<file path="src/rtl/pfg_pkg.sv">
package pfg_pkg;
  localparam int DATA_W      = 64;
  localparam int MIN_BYTES   = 60;
  localparam int QUANTA_W    = 16;
  localparam int ADDR_W      = 3;
  localparam int REG_W       = 32;
  localparam int BEAT_BYTES  = DATA_W / 8;
  localparam int FRAME_BEATS = (MIN_BYTES + BEAT_BYTES - 1) / BEAT_BYTES;
  localparam int BEAT_W      = $clog2(FRAME_BEATS);
  localparam int EMPTY_W     = $clog2(BEAT_BYTES);
  localparam int LAST_EMPTY  = FRAME_BEATS * BEAT_BYTES - MIN_BYTES;

  localparam logic [ADDR_W-1:0] ADDR_CMD    = 3'd0;
  localparam logic [ADDR_W-1:0] ADDR_EN     = 3'd1;
  localparam logic [ADDR_W-1:0] ADDR_QUANTA = 3'd2;
  localparam logic [ADDR_W-1:0] ADDR_MAC_LO = 3'd3;
  localparam logic [ADDR_W-1:0] ADDR_MAC_HI = 3'd4;

  typedef enum logic {ST_IDLE, ST_SEND} pfg_state_e;

  typedef struct packed {
    logic              sel;
    logic [BEAT_W-1:0] beat;
    logic              xoff;
  } pfg_strobe_t;
endpackage

</file>
<file path="src/rtl/pfg_regs.sv">
module pfg_regs
  import pfg_pkg::*;
(
  input  logic                clk,
  input  logic                rstN,
  input  logic                regWr,
  input  logic [ADDR_W-1:0]   regAddr,
  input  logic [REG_W-1:0]    regWrData,
  input  logic [1:0]          cmdClr,
  output logic [1:0]          cmdBits,
  output logic                enable,
  output logic [QUANTA_W-1:0] quanta,
  output logic [31:0]         macLo,
  output logic [15:0]         macHi,
  output logic [REG_W-1:0]    regRdData
);
  logic wrCmd;
  assign wrCmd = regWr && (regAddr == ADDR_CMD);

  always_ff @(posedge clk or negedge rstN) begin
    if (!rstN) begin
      cmdBits <= '0;
      enable  <= 1'b0;
      quanta  <= '0;
      macLo   <= '0;
      macHi   <= '0;
    end else begin
      cmdBits <= (cmdBits & ~cmdClr) | (wrCmd ? regWrData[1:0] : 2'b00);
      if (regWr) begin
        case (regAddr)
          ADDR_EN:     enable <= regWrData[0];
          ADDR_QUANTA: quanta <= regWrData[QUANTA_W-1:0];
          ADDR_MAC_LO: macLo  <= regWrData;
          ADDR_MAC_HI: macHi  <= regWrData[15:0];
          default: ;
        endcase
      end
    end
  end

  always_comb begin
    regRdData = '0;
    case (regAddr)
      ADDR_CMD:    regRdData[1:0]          = cmdBits;
      ADDR_EN:     regRdData[0]            = enable;
      ADDR_QUANTA: regRdData[QUANTA_W-1:0] = quanta;
      ADDR_MAC_LO: regRdData               = macLo;
      ADDR_MAC_HI: regRdData[15:0]         = macHi;
      default:     regRdData               = '0;
    endcase
  end

  // a completed frame clears its command bit unless a new write sets it again
  a_r3_self_clear: assert property (@(posedge clk) disable iff (!rstN)
    (cmdClr[0] && !wrCmd) |=> !cmdBits[0]);
  a_r3_self_clear_xoff: assert property (@(posedge clk) disable iff (!rstN)
    (cmdClr[1] && !wrCmd) |=> !cmdBits[1]);
endmodule

</file>
<file path="src/rtl/pfg_ctrl.sv">
module pfg_ctrl
  import pfg_pkg::*;
(
  input  logic        clk,
  input  logic        rstN,
  input  logic [1:0]  reqIn,
  input  logic [1:0]  cmdBits,
  input  logic        enable,
  input  logic        cliValid,
  input  logic        cliSop,
  input  logic        cliEop,
  input  logic        txReady,
  output pfg_strobe_t strobe,
  output logic [1:0]  cmdClr
);
  localparam logic [BEAT_W-1:0] LAST_BEAT = BEAT_W'(FRAME_BEATS - 1);

  pfg_state_e        state;
  logic [1:0]        pinPend;
  logic [BEAT_W-1:0] beatR;
  logic              xoffR;
  logic              inFrame;

  logic [1:0] want;
  logic [1:0] doneMask;
  logic       startNow;
  logic       pickXoff;
  logic       lastAcc;
  logic       cliAcc;

  always_comb begin
    want        = pinPend | cmdBits;
    startNow    = (state == ST_IDLE) && (want != 2'b00) && enable && !inFrame;
    pickXoff    = want[1];
    strobe.sel  = (state == ST_SEND) || startNow;
    strobe.xoff = (state == ST_SEND) ? xoffR : pickXoff;
    strobe.beat = (state == ST_SEND) ? beatR : '0;
    lastAcc     = (state == ST_SEND) && txReady && (beatR == LAST_BEAT);
    doneMask    = lastAcc ? (xoffR ? 2'b10 : 2'b01) : 2'b00;
    cliAcc      = cliValid && txReady && !strobe.sel;
  end

  assign cmdClr = doneMask;

  always_ff @(posedge clk or negedge rstN) begin
    if (!rstN) begin
      state   <= ST_IDLE;
      pinPend <= '0;
      beatR   <= '0;
      xoffR   <= 1'b0;
      inFrame <= 1'b0;
    end else begin
      pinPend <= (pinPend & ~doneMask) | reqIn;
      case (state)
        ST_IDLE: begin
          if (startNow) begin
            state <= ST_SEND;
            xoffR <= pickXoff;
            beatR <= txReady ? BEAT_W'(1) : '0;
          end
        end
        default: begin
          if (txReady) begin
            if (beatR == LAST_BEAT) begin
              state <= ST_IDLE;
              beatR <= '0;
            end else begin
              beatR <= beatR + 1'b1;
            end
          end
        end
      endcase
      if (cliAcc && cliSop && !cliEop) inFrame <= 1'b1;
      else if (cliAcc && cliEop)       inFrame <= 1'b0;
    end
  end

  // a client packet that just opened keeps the generator off the line
  a_r8_open_blocks: assert property (@(posedge clk) disable iff (!rstN)
    (cliValid && cliSop && !cliEop && txReady && !strobe.sel) |=> !strobe.sel);

  // a frame only begins while enabled
  a_r4_start_enabled: assert property (@(posedge clk) disable iff (!rstN)
    $rose(strobe.sel) |-> enable);
endmodule

</file>
<file path="src/rtl/pfg_datapath.sv">
module pfg_datapath
  import pfg_pkg::*;
(
  input  logic                clk,
  input  logic                rstN,
  input  pfg_strobe_t         strobe,
  input  logic [31:0]         macLo,
  input  logic [15:0]         macHi,
  input  logic [QUANTA_W-1:0] quanta,
  input  logic                cliValid,
  output logic                cliReady,
  input  logic                cliSop,
  input  logic                cliEop,
  input  logic [DATA_W-1:0]   cliData,
  input  logic [EMPTY_W-1:0]  cliEmpty,
  output logic                txValid,
  input  logic                txReady,
  output logic                txSop,
  output logic                txEop,
  output logic [DATA_W-1:0]   txData,
  output logic [EMPTY_W-1:0]  txEmpty
);
  function automatic logic [7:0] hdrByte(input int idx, input logic [15:0] hi,
                                         input logic [31:0] lo,
                                         input logic [QUANTA_W-1:0] q);
    case (idx)
      0:  hdrByte = 8'h01;
      1:  hdrByte = 8'h80;
      2:  hdrByte = 8'hC2;
      5:  hdrByte = 8'h01;
      6:  hdrByte = hi[15:8];
      7:  hdrByte = hi[7:0];
      8:  hdrByte = lo[31:24];
      9:  hdrByte = lo[23:16];
      10: hdrByte = lo[15:8];
      11: hdrByte = lo[7:0];
      12: hdrByte = 8'h88;
      13: hdrByte = 8'h08;
      15: hdrByte = 8'h01;
      16: hdrByte = q[QUANTA_W-1 -: 8];
      17: hdrByte = q[7:0];
      default: hdrByte = 8'h00;
    endcase
  endfunction

  logic [QUANTA_W-1:0] quantaEff;
  logic [DATA_W-1:0]   pauseData;
  logic                pauseSop;
  logic                pauseEop;

  assign quantaEff = strobe.xoff ? quanta : '0;
  assign pauseSop  = (strobe.beat == '0);
  assign pauseEop  = (strobe.beat == BEAT_W'(FRAME_BEATS - 1));

  for (genvar lane = 0; lane < BEAT_BYTES; lane++) begin : g_lane
    assign pauseData[DATA_W-1-8*lane -: 8] =
      hdrByte(int'(strobe.beat) * BEAT_BYTES + lane, macHi, macLo, quantaEff);
  end

  always_comb begin
    if (strobe.sel) begin
      txValid  = 1'b1;
      txSop    = pauseSop;
      txEop    = pauseEop;
      txData   = pauseData;
      txEmpty  = pauseEop ? EMPTY_W'(LAST_EMPTY) : '0;
      cliReady = 1'b0;
    end else begin
      txValid  = cliValid;
      txSop    = cliSop;
      txEop    = cliEop;
      txData   = cliData;
      txEmpty  = cliEmpty;
      cliReady = txReady;
    end
  end

  // a stalled pause beat stays on the outputs
  a_r10_hold_stalled: assert property (@(posedge clk) disable iff (!rstN)
    (strobe.sel && !txReady) |=> (txValid && $stable(txSop) && $stable(txEop) &&
      $stable(txEmpty) &&
      (!($stable(quanta) && $stable(macLo) && $stable(macHi)) || $stable(txData))));

  // a new pause frame opens with a start marker
  a_r7_starts_sop: assert property (@(posedge clk) disable iff (!rstN)
    $rose(strobe.sel) |-> txSop);

  // after an accepted pause end beat, the line is released or a fresh frame opens
  a_r7_frame_bounds: assert property (@(posedge clk) disable iff (!rstN)
    (strobe.sel && txReady && txEop) |=> (!strobe.sel || txSop));
endmodule

</file>
<file path="src/rtl/pause_frame_gen.sv">
module pause_frame_gen
  import pfg_pkg::*;
(
  input  logic               clk,
  input  logic               rstN,
  input  logic [1:0]         reqIn,
  input  logic               regWr,
  input  logic [ADDR_W-1:0]  regAddr,
  input  logic [REG_W-1:0]   regWrData,
  output logic [REG_W-1:0]   regRdData,
  input  logic               cliValid,
  output logic               cliReady,
  input  logic               cliSop,
  input  logic               cliEop,
  input  logic [DATA_W-1:0]  cliData,
  input  logic [EMPTY_W-1:0] cliEmpty,
  output logic               txValid,
  input  logic               txReady,
  output logic               txSop,
  output logic               txEop,
  output logic [DATA_W-1:0]  txData,
  output logic [EMPTY_W-1:0] txEmpty
);
  pfg_strobe_t         strobe;
  logic [1:0]          cmdClr;
  logic [1:0]          cmdBits;
  logic                enable;
  logic [QUANTA_W-1:0] quanta;
  logic [31:0]         macLo;
  logic [15:0]         macHi;

  pfg_regs u_regs (
    .clk(clk), .rstN(rstN), .regWr(regWr), .regAddr(regAddr), .regWrData(regWrData),
    .cmdClr(cmdClr), .cmdBits(cmdBits), .enable(enable), .quanta(quanta),
    .macLo(macLo), .macHi(macHi), .regRdData(regRdData)
  );

  pfg_ctrl u_ctrl (
    .clk(clk), .rstN(rstN), .reqIn(reqIn), .cmdBits(cmdBits), .enable(enable),
    .cliValid(cliValid), .cliSop(cliSop), .cliEop(cliEop), .txReady(txReady),
    .strobe(strobe), .cmdClr(cmdClr)
  );

  pfg_datapath u_dp (
    .clk(clk), .rstN(rstN), .strobe(strobe), .macLo(macLo), .macHi(macHi),
    .quanta(quanta), .cliValid(cliValid), .cliReady(cliReady), .cliSop(cliSop),
    .cliEop(cliEop), .cliData(cliData), .cliEmpty(cliEmpty), .txValid(txValid),
    .txReady(txReady), .txSop(txSop), .txEop(txEop), .txData(txData), .txEmpty(txEmpty)
  );
endmodule

</file>
<file path="config.mk">
export PLATFORM = sky130hd
export DESIGN_NAME = pause_frame_gen
export DESIGN_NICKNAME = d
export VERILOG_FILES = /design/src/rtl/pfg_pkg.sv /design/src/rtl/pfg_regs.sv /design/src/rtl/pfg_ctrl.sv /design/src/rtl/pfg_datapath.sv /design/src/rtl/pause_frame_gen.sv
export SDC_FILE = /design/constraint.sdc
export NUM_CORES = 1
export LEC_CHECK = 0
export BUFFER_PORTS_ARGS = -buffer_cell sky130_fd_sc_hd__buf_2
export CAP_MARGIN = 25
export CELL_PAD_IN_SITES_DETAIL_PLACEMENT = 0
export CELL_PAD_IN_SITES_GLOBAL_PLACEMENT = 2
export CORE_ASPECT_RATIO = 1.2
export CORE_MARGIN = 3
export CORE_UTILIZATION = 25
export CTS_BUF_LIST = sky130_fd_sc_hd__clkbuf_4 sky130_fd_sc_hd__clkbuf_8 sky130_fd_sc_hd__clkbuf_16
export CTS_CLUSTER_SIZE = 28
export DETAILED_ROUTE_END_ITERATION = 8
export GPL_ROUTABILITY_DRIVEN = 0
export MAX_ROUTING_LAYER = met4
export PLACE_DENSITY = 0.8
export RECOVER_POWER = 100
export SLEW_MARGIN = 25
export SYNTH_ARGS = -nofsm -noshare
export SYNTH_HDL_FRONTEND = slang
export SYNTH_SLANG_ARGS = --single-unit
</file>
<file path="constraint.sdc">
create_clock -name clk -period 1.9 [get_ports clk]
set_input_delay 0.19 -clock clk [delete_from_list [all_inputs] [get_ports clk]]
set_output_delay 0.19 -clock clk [all_outputs]
set_load 0.005 [all_outputs]
</file>
# Word level (Yosys, flattened, before mapping)
# Index checks and enable logic that the tools add are counted.
# classes
reduce_logical	41
bitwise	7
addsub	8
n_mux	36
eq_ne	107
# ops
cell	count
32-bit by 4-bit == test with 1-bit output, second input constant	49
8-bit case mux with 13 select lines	7
32-bit by 3-bit == test with 1-bit output, second input constant	21
32-bit by 5-bit == test with 1-bit output, second input constant	14
32-bit zero test	8
32-bit by 1-bit == test with 1-bit output, second input constant	7
32-bit by 2-bit == test with 1-bit output, second input constant	7
64-bit 2-to-1 mux	1
14-bit case mux with 3 select lines	1
16-bit 2-to-1 mux	2
6-bit by 3-bit adder with 7-bit output, second input constant	4
8-bit case mux with 3 select lines	1
3-bit 2-to-1 mux	7
3-bit OR reduction	7
6-bit by 2-bit adder with 7-bit output, second input constant	2
1-bit 2-to-1 mux	12
2-bit AND reduction	6
1-bit logical AND	11
3-bit by 2-bit == test with 1-bit output, second input constant	3
3-bit == test, second input constant	3
6-bit by 1-bit adder with 7-bit output, second input constant	1
3-bit by 1-bit == test with 1-bit output, second input constant	2
3-bit zero test	2
2-bit 2-to-1 mux	3
11 further kinds	18
# word_totals
out_inout_bits	103
inputBits	111
ff_bits	75
word_cells	209

# Longest topological paths before layout
# Gate-level depths: netlist of the first run.
# logic_depth
depth_word	11
mapped_depth	5
depth_no_buf	5

# Modules after synthesis
# From an unflattened synthesis of the first run, not the netlist that was laid out.
# unflattened
cells_unflattened	408
hier_area_um2	4453.0
# by_module_without_submodules
mod	instances	area_each_um2	cells_each	seq_area_each_um2
pfg_regs	1	3041.7	230	1676.6
pfg_datapath	1	915.9	125	0.0
pfg_ctrl	1	495.5	53	200.2

# Worst setup path before layout of the first run
# Ideal clock, no wire load.
# synth_timing
path_type	register to output
startpoint	register u_regs.cmdBits[0]
endpoint	output txData[41]
required_ns	1.710
path_stages_with_launch	6
arrival_ns	1.654
n_path_buf	2
path_slack_ns	0.056
path_cell_list	dfrtp_1 > or4_1 > buf_2 > a32o_1 > buf_6 > a221o_1
# synth_between
elab_chain_len	7
# synth_rtl
item	line_no	source
from (decl)	pfg_regs.sv:10	output logic [1:0] cmdBits,
from (signal assigned)	pfg_regs.sv:28	cmdBits <= (cmdBits & ~cmdClr) | (wrCmd ? regWrData[1:0] : 2'b00);
2-bit OR	pfg_ctrl.sv:32	want = pinPend | cmdBits;
2-bit nonzero test	pfg_ctrl.sv:33	startNow = (state == ST_IDLE) && (want != 2'b00) && enable && !inFrame;
1-bit logical AND (3 in a row)	pfg_ctrl.sv:33	
1-bit logical OR	pfg_ctrl.sv:35	strobe.sel = (state == ST_SEND) || startNow;
64-bit 2-to-1 mux	pfg_datapath.sv:61	if (strobe.sel) begin
to (decl)	pause_frame_gen.sv:21	output logic [DATA_W-1:0] txData,
# No other way between the ends.

# Worst setup path after layout of the first run
# layout_timing
startpoint	register u_regs.cmdBits[0]
endpoint	output txData[51]
# Same word-level chain as after synthesis.

==> qor.txt, run 1 <==
=====================================================================================
Outcome                                                                  complete, but fails checks
Violated checks                                                          negative setup slack
Cell at the root of the clock tree                                          clkbuf_16
Wire length after detailed routing                                           17100 um
Overall routing resource usage                                                  17.7%
Number of buffers added by the clock tree synthesis step                            9
Die width                                                                      126 um
Yosys Warn Count                                                                    0
Maximum VDD drop                                                               552 uV
Required time at the endpoint of the critical path                            1710 ps
Critical Path Source Type                                                    register
DIE HEIGHT                                                                     150 um
Average wire length per cell after detail routing                             20.6 um
Leakage power of the design                                                   3.25 nW
Number of enable flip-flop cells after synthesis                                    0
Initial DRC Count                                                                 211
Clock-pin slew of the registers on the worst-case setup and hold paths          60 ps
Vias in the first global route                                                   4384
Worst-case setup slack after placement                                        -106 ps
Clock sink count                                                                   75
Worst Slack Setup Final                                                       -459 ps
Deepest clock path buffer count                                                     2
Post-synthesis instance area                                                 4310 um2
Clock latency of the later-clocked register in the worst-skew pair             330 ps
Max Cap Violations                                                                  0
Cell area reported after detailed placement                                  5740 um2
Final worst clock skew                                                        3.25 ps
First drt pass iteration count                                                      4
Layout cell share with drive strength beyond 1                                  53.2%
Post-synthesis area per instance                                             11.3 um2
Crit path arrival time                                                        2170 ps
Series of cell instances along the critical path                         or4_4 -> buf_6 -> a21oi_4 -> buf_12 -> clkbuf_16 -> a221o_1 -> buf_2
Hold slack final                                                              32.7 ps
Synthesis-to-finish area growth                                                 49.7%
Ranking of synthesized cells by area                                     dfrtp_1, mux2_2, a22o_1, and3_1, a221o_1
Maximum single-stage delay on the critical path                                550 ps
Ranking of synthesized cells by instance count                           dfrtp_1, mux2_2, and3_1, a22o_1, nand2_1
Std-Cell Core Area                                                          16600 um2
Setup repair after global routing missed its margin                              true
Most used flip-flop cell after synthesis                                      dfrtp_1
Number of antenna violations at the first check in global routing                   1
CTS H-tree depth                                                                    3
Ys async rst share                                                               100%
Total count of max-transition violations in the final report                        0
Crit-path max FO                                                                    6
Achievable clock frequency                                                    424 MHz
Full die area                                                               18900 um2
Detailed-route vias per instance                                                 5.11
Worst hold path class                                                    input pin to register
Clock tree from TritonCTS                                                        done
Initial core utilization                                                        26.0%
Most frequent cell after synthesis                                            dfrtp_1
Power density of the placed cells                                         1410 nW/um2
Leftover overflow at the end of global routing                                      0
Design area                                                                  6450 um2
Wire length of the first global-routing pass                                 25200 um
Row count                                                                          51
Area share of the largest cell type after synthesis                             43.5%
# nets final                                                                      726
Largest net degree at the start of global routing                                  41
Count of state elements after synthesis                                            75
Number of I/O pins                                                                214
DRC errors left                                                                     0
Share of the yosys chip area belonging to registers                             43.5%
Sort of element at the end of the critical path                            output pin
Synthesized netlist net count                                                     495
Slowest stage cell, crit path                                                   or4_4
Period minus WS final                                                         2360 ps
Total count of hold-check failures in the final report                              0
Largest area contributor in the synthesized netlist                           dfrtp_1
Post-synth cell types                                                              44
# port buffers                                                                    213
Setup violations, final                                                            72
DRT antenna net count                                                               0
Critical Setup Path Class                                                register to output pin
Tightest slew margin relative to the limit                                      39.0%
Number of vias in the routed layout                                              4248
Cells after Synth                                                                 382
Period utilisation layout                                                        124%
Least-Margin Pin Slew                                                          915 ps
Sum of net half-perimeters after detailed placement                          12200 um
=====================================================================================
state kept, by name (all words and copies together), names as in the netlist:
name            cells
u_ctrl.beatR        3
u_ctrl.inFrame      1
u_ctrl.pinPend      2
u_ctrl.state        1
u_ctrl.xoffR        1
u_regs.cmdBits      2
u_regs.enable       1
u_regs.macHi       16
u_regs.macLo       32
u_regs.quanta      16
cell usage in the layout, fill, tap and decap left out, types with 16 or more instances in the layout:
cell type / netlist / routed
a221o_1: 18 / 18
a22o_1: 30 / 30
and3_1: 32 / 32
buf_2: 10 / 180
clkbuf_1: 12 / 26
dfrtp_1: 75 / 75
mux2_2: 65 / 65
mux2i_1: 16 / 16
nand2_1: 21 / 21
o21ai_0: 20 / 20
final cells by class:
type	count	area, um2
fill	1678	10100
multi-input combinational	269	2290
sequential	75	1880
timing repair buffer	254	1640
clock buffer	12	267
tap	212	265
clock inverter	4	95.1
inverter	4	15.0
antenna	1	2.50
final timing paths:
kind                              startpoint                 to  slack [ps]  depth (start not counted)
max                        u_regs.cmdBits[0]         txData[51]        -460                          7
min                                 reqIn[1]  u_ctrl.pinPend[1]          30                          2
max reg2reg                u_regs.cmdBits[0]     u_ctrl.inFrame          30                          8
min reg2reg                u_ctrl.pinPend[0]  u_ctrl.pinPend[0]         490                          1
max in group asynchronous               rstN    u_regs.macLo[0]         240                          3
min in group asynchronous               rstN   u_regs.macLo[28]         560                          2
cell families after synthesis:
group | after synthesis | share of synthesized area (%)
and+or+nand+nor | 92 | 12.8
DFF | 75 | 43.5
muxes | 81 | 20.7
AOI/OAI and AO/OA | 94 | 17.5
buffers and inverters | 38 | 4.90
adders and majority gates | 2 | 0.580
report_power, final:
| part | leakage (nW) | internal (mW) | switching [mW] | total (mW) |
|---|---|---|---|---|
| Sequential | 0.890 | 1.99 | 0.404 | 2.39 |
| Clock | 0.179 | 1.39 | 0.648 | 2.04 |
| Combinational | 2.18 | 2.63 | 2.03 | 4.67 |
critical path: cells and delay by family, from the launching register on:
kind / cells / cell delay [ps]
buffers and inverters: 4 / 600
and+or+nand+nor: 1 / 550
DFF: 1 / 370
AOI/OAI and AO/OA: 2 / 310
stage by stage:
stage,setup TNS [ps],utilization [%],instances,power (mW)
2_1_floorplan,0,-,382,4.39
3_3_place_gp,-2680,34.6,799,6.02
3_5_place_dp,-4740,34.6,799,6.08
4_1_cts,-29850,38.6,827,8.91
5_1_grt,-36680,38.9,831,9.64
6_report,-30650,38.9,831,9.10
layer usage:
layer,vias to the layer above,track usage (%),routed length [um]
li1,1923,-,-
met1,2089,21.6,6990
met2,202,29.6,8630
met3,34,3.11,1030
met4,0,6.44,477
met5,-,-,0
what timing repair did:
| action | in CTS | in global routing |
|---|---|---|
| pin swaps | 11 | 30 |
| hold buffers | 1 | 0 |
| hold endpoints to repair | 35 | 0 |
| gates cloned | 5 | 3 |
| gates resized for setup | 21 | 15 |
| setup endpoints to repair | 71 | 72 |
| setup buffers | 6 | 0 |
No activity file was read; power rests on OpenSTA's default activity.
==> inputs of run 2 (changes only) <==
Settings changed: CELL_PAD_IN_SITES_DETAIL_PLACEMENT 0 to 1, CELL_PAD_IN_SITES_GLOBAL_PLACEMENT 2 to 1, CORE_UTILIZATION 25 to 31, PLACE_DENSITY 0.8 to 0.79.
==> qor.txt, run 2 (synthesis results as in run 1) <==
=====================================================================================
Critical Setup Path Class                                                register to output pin
DP Cell Count                                                                     753
Std-Cell Core Area                                                          13400 um2
Cell family with most CP delay                                           compound AO/OA/AOI/OAI gates
# port buffers                                                                    213
Maximum VDD drop                                                               715 uV
Number of I/O pins                                                                214
Average wire length per cell after detail routing                             22.2 um
Max Cap Violations                                                                  0
Critical Path Source Type                                                    register
Hold slack final                                                              59.8 ps
Total count of hold-check failures in the final report                              0
Portion of total power attributed to the clock network                          17.8%
Clock sink count                                                                   75
Clock tree from TritonCTS                                                        done
Achievable clock frequency                                                    420 MHz
FF+latch area                                                                1880 um2
Least-Margin Pin Slew                                                          957 ps
Outcome                                                                  complete, but fails checks
Non-Filler Instances                                                              789
Most common cell after layout, fill and taps aside                              buf_2
Total Power Consumption                                                       8.84 mW
Switching share of power                                                        35.8%
Leftover overflow at the end of global routing                                      0
Biggest register                                                         u_regs.macLo
Full die area                                                               15400 um2
Clock-pin slew of the registers on the worst-case setup and hold paths          50 ps
Origin of the worst setup path                                           u_regs.cmdBits[0]
Sum of net half-perimeters after detailed placement                          12400 um
Series of cell instances along the critical path                         or4_4 -> a32o_2 -> buf_6 -> a221o_1 -> buf_2
Power density of the placed cells                                         1400 nW/um2
CP bufs+invs                                                                        2
Number of buffers added by the clock tree synthesis step                            9
Worst flop-to-flop path startpoint                                       u_regs.cmdBits[0]
CTS H-tree depth                                                                    3
Net Switching                                                                 3.16 mW
Sequential power share                                                          27.1%
Number of antenna violations at the first check in global routing                   2
Row count                                                                          46
DIE HEIGHT                                                                     135 um
Crit path arrival time                                                        2190 ps
Largest net degree at the start of global routing                                  41
Cell at the root of the clock tree                                          clkbuf_16
Number of vias in the routed layout                                              4295
Overall routing resource usage                                                  22.9%
Setup repair after global routing missed its margin                              true
Final worst clock skew                                                        2.65 ps
Commonest non-fill, non-tap cells in the layout                          buf_2, dfrtp_1, mux2_2
Period utilisation layout                                                        125%
Leakage power of the design                                                   3.22 nW
Area of the multi-input gates                                                2280 um2
Number of filler instances in the final layout                                   1511
Clock latency of the later-clocked register in the worst-skew pair             330 ps
Top Registers                                                            u_regs.macLo x32, u_regs.macHi x16, u_regs.quanta x16
DRT antenna net count                                                               0
Period minus WS final                                                         2380 ps
Worst-case setup slack after placement                                        -220 ps
Internal power of the cells                                                   5.68 mW
Slowest stage cell, crit path                                                   or4_4
Post-Route Setup TNS                                                        -28070 ps
Maximum single-stage delay on the critical path                                580 ps
Worst hold path class                                                    input pin to register
First drt pass iteration count                                                      4
Worst Slack Setup Final                                                       -484 ps
Crit-path max FO                                                                    5
# nets final                                                                      728
Worst hold start                                                             reqIn[0]
Tightest slew margin relative to the limit                                      36.2%
Setup violations, final                                                            71
Initial DRC Count                                                                 168
Detailed-route vias per instance                                                 5.44
Number of flip-flops under the largest register name                               32
Wire length after detailed routing                                           17500 um
Wire length of the first global-routing pass                                 26600 um
Deepest clock path buffer count                                                     2
Vias in the first global route                                                   4846
Violated checks                                                          negative setup slack
Die width                                                                      114 um
Required time at the endpoint of the critical path                            1710 ps
Total count of max-transition violations in the final report                        0
Sort of element at the end of the critical path                            output pin
Layout cell share with drive strength beyond 1                                  53.6%
DRC errors left                                                                     0
Initial core utilization                                                        32.2%
Synthesis-to-finish area growth                                                 46.8%
Part of the total power dissipated in combinational logic                       55.2%
=====================================================================================
## run 2: changes by cell type in the layout (fill, tap and decap cells not counted), moves of 2 or more
cell and delta:
buf_6 +7, buf_16 -3, clkbuf_2 +2, clkbuf_1 -2
clkbuf_4 +2, buf_12 +2, clkbuf_8 -2, buf_8 +4
clkinv_2 +2, buf_2 -6, bufinv_16 -3
## run 2: final cells by class
cell class	count	share of cell area, %
Antenna cell	2	0.0791
Tap cell	168	3.32
Clock buffer	12	4.01
Sequential cell	75	29.6
Clock inverter	3	0.237
Multi-Input combinational cell	269	35.9
Inverter	4	0.237
Timing Repair Buffer	256	26.5
## run 2: worst paths after layout
kind / slack (ps) / depth (start not counted) / end
max: -480 / 5 / txData[47]
min: 60 / 2 / u_ctrl.pinPend[0]
max reg2reg: 160 / 6 / u_ctrl.inFrame
min reg2reg: 500 / 1 / u_ctrl.pinPend[0]
max in group asynchronous: 250 / 3 / u_regs.macLo[6]
min in group asynchronous: 560 / 2 / u_regs.macLo[24]
## run 2: worst reg2reg max path, stage by stage, from the launching register on
cell	delay [ps]
dfrtp_1	380
or4_4	580
a21oi_4	190
buf_12	140
buf_8	130
clkbuf_16	150
a2bb2oi_1	60
## run 2: per-layer routing
| metal | wire (um) | share of wire (%) | vias up | track usage [%] |
|---|---|---|---|---|
| li1 | - | - | 1917 | - |
| met3 | 1020 | 5.8 | 33 | 5.05 |
| met1 | 6510 | 37 | 2159 | 24.3 |
| met4 | 467 | 2.7 | 0 | 7.88 |
| met2 | 9540 | 54 | 186 | 41.7 |
| met5 | 0 | 0 | - | - |
## run 2: timing repair
item	CTS	global route
gates cloned	8	3
buffers inserted	11	2
pin swaps	27	41
resized for setup	33	21
endpoints found under the setup margin	71	71
endpoints found under the hold margin	35	0
hold buffers	1	0
## run 2: stage by stage
stage | util (%) | instance area (um2)
5_1_grt | 47.2 | 6330
3_3_place_gp | 42.2 | 5660
4_1_cts | 47.8 | 6410
3_5_place_dp | 42.2 | 5660
2_1_floorplan | - | 4310
6_report | 47.2 | 6330
## run 2: power groups by stage
stage	registers, mW	logic [mW]	clock network [mW]
2_1_floorplan	2.23	2.16	0
3_3_place_gp	2.39	3.57	0
3_5_place_dp	2.42	3.71	0
4_1_cts	2.39	4.94	1.61
5_1_grt	2.45	5.22	1.68
6_report	2.39	4.87	1.57
==> inputs of run 3 (changes only) <==
Settings changed: CELL_PAD_IN_SITES_DETAIL_PLACEMENT 1 to unset, CELL_PAD_IN_SITES_GLOBAL_PLACEMENT 1 to unset, CORE_UTILIZATION 31 to 35, PLACE_DENSITY 0.79 to 0.68.
==> qor.txt, run 3 (synthesis results as in run 1) <==
=====================================================================================
Outcome                                                                  complete, but fails checks
Violated checks                                                          negative setup slack
Average wire length per cell after detail routing                             20.4 um
Clock-pin slew of the registers on the worst-case setup and hold paths          60 ps
Number of flip-flops under the largest register name                               32
Initial core utilization                                                        36.6%
Worst Reg-to-Reg Cells                                                              5
Worst R2R End                                                            u_ctrl.beatR[0]
Clock sink count                                                                   75
Worst flop-to-flop path startpoint                                       u_regs.cmdBits[0]
Worst hold path class                                                    input pin to register
Number of I/O pins                                                                214
Top Registers                                                            u_regs.macLo x32, u_regs.macHi x16, u_regs.quanta x16
Number of vias in the routed layout                                              4162
Deepest clock path buffer count                                                     2
Worst Slack Setup Final                                                       -496 ps
Number of buffers added by the clock tree synthesis step                            9
Vias in the first global route                                                   4368
Period utilisation layout                                                        126%
Total count of hold-check failures in the final report                              0
Biggest register                                                         u_regs.macLo
CTS H-tree depth                                                                    3
Net Switching                                                                 2.91 mW
Internal power of the cells                                                   5.29 mW
Setup violations, final                                                            71
Critical Setup Path Class                                                register to output pin
Leakage power of the design                                                   3.14 nW
Maximum VDD drop                                                               724 uV
Clock tree from TritonCTS                                                        done
# port buffers                                                                    213
First drt pass iteration count                                                      4
# diodes                                                                            0
DIE HEIGHT                                                                     128 um
Cell at the root of the clock tree                                          clkbuf_16
Commonest non-fill, non-tap cells in the layout                          buf_2, dfrtp_1, mux2_2
Crit-path max FO                                                                    6
Part of the total power dissipated in combinational logic                       51.3%
Switching share of power                                                        35.5%
Sort of element at the end of the critical path                            output pin
Synthesis-to-finish area growth                                                 40.9%
Endpoint with the worst hold slack                                       u_ctrl.pinPend[1]
Die width                                                                      107 um
Post-Route Setup TNS                                                        -31800 ps
Tightest slew margin relative to the limit                                      28.7%
Initial DRC Count                                                                 180
Hold slack final                                                              49.4 ps
Required time at the endpoint of the critical path                            1710 ps
DRC errors left                                                                     0
Detailed-route vias per instance                                                 5.41
Period minus WS final                                                         2400 ps
Setup repair after global routing missed its margin                              true
Leftover overflow at the end of global routing                                      0
Power density of the placed cells                                         1350 nW/um2
Least-Margin Pin Slew                                                         1070 ps
Count of cells along the worst hold path                                            2
Number of antenna violations at the first check in global routing                   0
Row count                                                                          43
# nets final                                                                      721
Sum of net half-perimeters after detailed placement                          11100 um
Full die area                                                               13700 um2
Portion of total power attributed to the clock network                          19.8%
Layout cell share with drive strength beyond 1                                  51.7%
Most common cell after layout, fill and taps aside                              buf_2
Total count of max-transition violations in the final report                        0
Crit path arrival time                                                        2210 ps
Wire length of the first global-routing pass                                 23900 um
Critical Path Source Type                                                    register
Max Cap Violations                                                                  0
Worst hold start                                                             reqIn[1]
Sequential power share                                                          28.9%
Largest net degree at the start of global routing                                  43
Register-to-Register Setup Slack                                               140 ps
Achievable clock frequency                                                    417 MHz
Overall routing resource usage                                                  23.6%
Final worst clock skew                                                        2.04 ps
Wire length after detailed routing                                           15700 um
Std-Cell Core Area                                                          11800 um2
Clock latency of the later-clocked register in the worst-skew pair             330 ps
DRT antenna net count                                                               0
=====================================================================================
[run 3: changes by cell type in the layout (fill, tap and decap cells not counted), sizes merged]
cell and delta:
buf -3, clkbuf -2, clkinv -1, diode -2
[run 3: how the worst max path moves through the flow]
stage                       from          to  slack, ps
6_report       u_regs.cmdBits[0]  txData[51]       -500
3_5_place_dp   u_regs.cmdBits[0]  txEmpty[0]       -100
2_1_floorplan  u_regs.cmdBits[0]  txData[41]         60
5_1_grt        u_regs.cmdBits[0]  txData[53]       -570
3_3_place_gp   u_regs.cmdBits[0]   txData[0]        -70
4_1_cts        u_regs.cmdBits[1]  txData[51]       -470
[run 3: metal layers]
layer / track usage, % / part of all wire, %
met5: - / 0
met4: 6.85 / 1.6
met3: 5.66 / 7.6
met2: 40.5 / 52
met1: 27.4 / 39
[run 3: timing repair]
item                                    CTS  global route
endpoints found under the setup margin   71            71
gates resized for setup                  16             1
hold buffers                              1             0
pin swaps                                 5            10
endpoints found under the hold margin    41             0
setup buffers                             7             0
cloned                                    5             0
[run 3: layout make-up]
type | count | area, um2
multi-input cells | 269 | 2240
clock buffers | 14 | 275
flip-flops and latches | 75 | 1880
repair buffers | 249 | 1470
well taps | 157 | 196
inverters | 4 | 15.0
clock inverters | 2 | 10.0
fillers | 1069 | 5710
[run 3: metrics by stage]
stage | area (um2) | setup WS, ps | power (mW) | utilization (%) | cells
final | 6080 | -496 | 8.19 | 51.6 | 770
after global routing | 6080 | -569 | 8.71 | 51.6 | 770
after detailed placement | 5670 | -103 | 6.02 | 48.2 | 743
after CTS | 6210 | -473 | 8.35 | 52.7 | 771
after global placement | 5670 | -70.6 | 5.94 | 48.2 | 743
after floorplan | 4310 | 55.9 | 4.39 | - | 382
[run 3: power groups by stage]
stage	logic [mW]	clock network, mW	registers [mW]
2_1_floorplan	2.16	0	2.23
4_1_cts	4.31	1.67	2.37
6_report	4.21	1.62	2.36
3_3_place_gp	3.57	0	2.37
3_5_place_dp	3.63	0	2.39
5_1_grt	4.56	1.73	2.42
[run 3: critical path, cell delays in order (launching register included)]
cell and delay [ps]:
dfrtp_1 370, or4_4 540, buf_6 140, a21oi_4 170, buf_12 130, buf_8 110
buf_12 120, a221o_1 170, buf_2 120
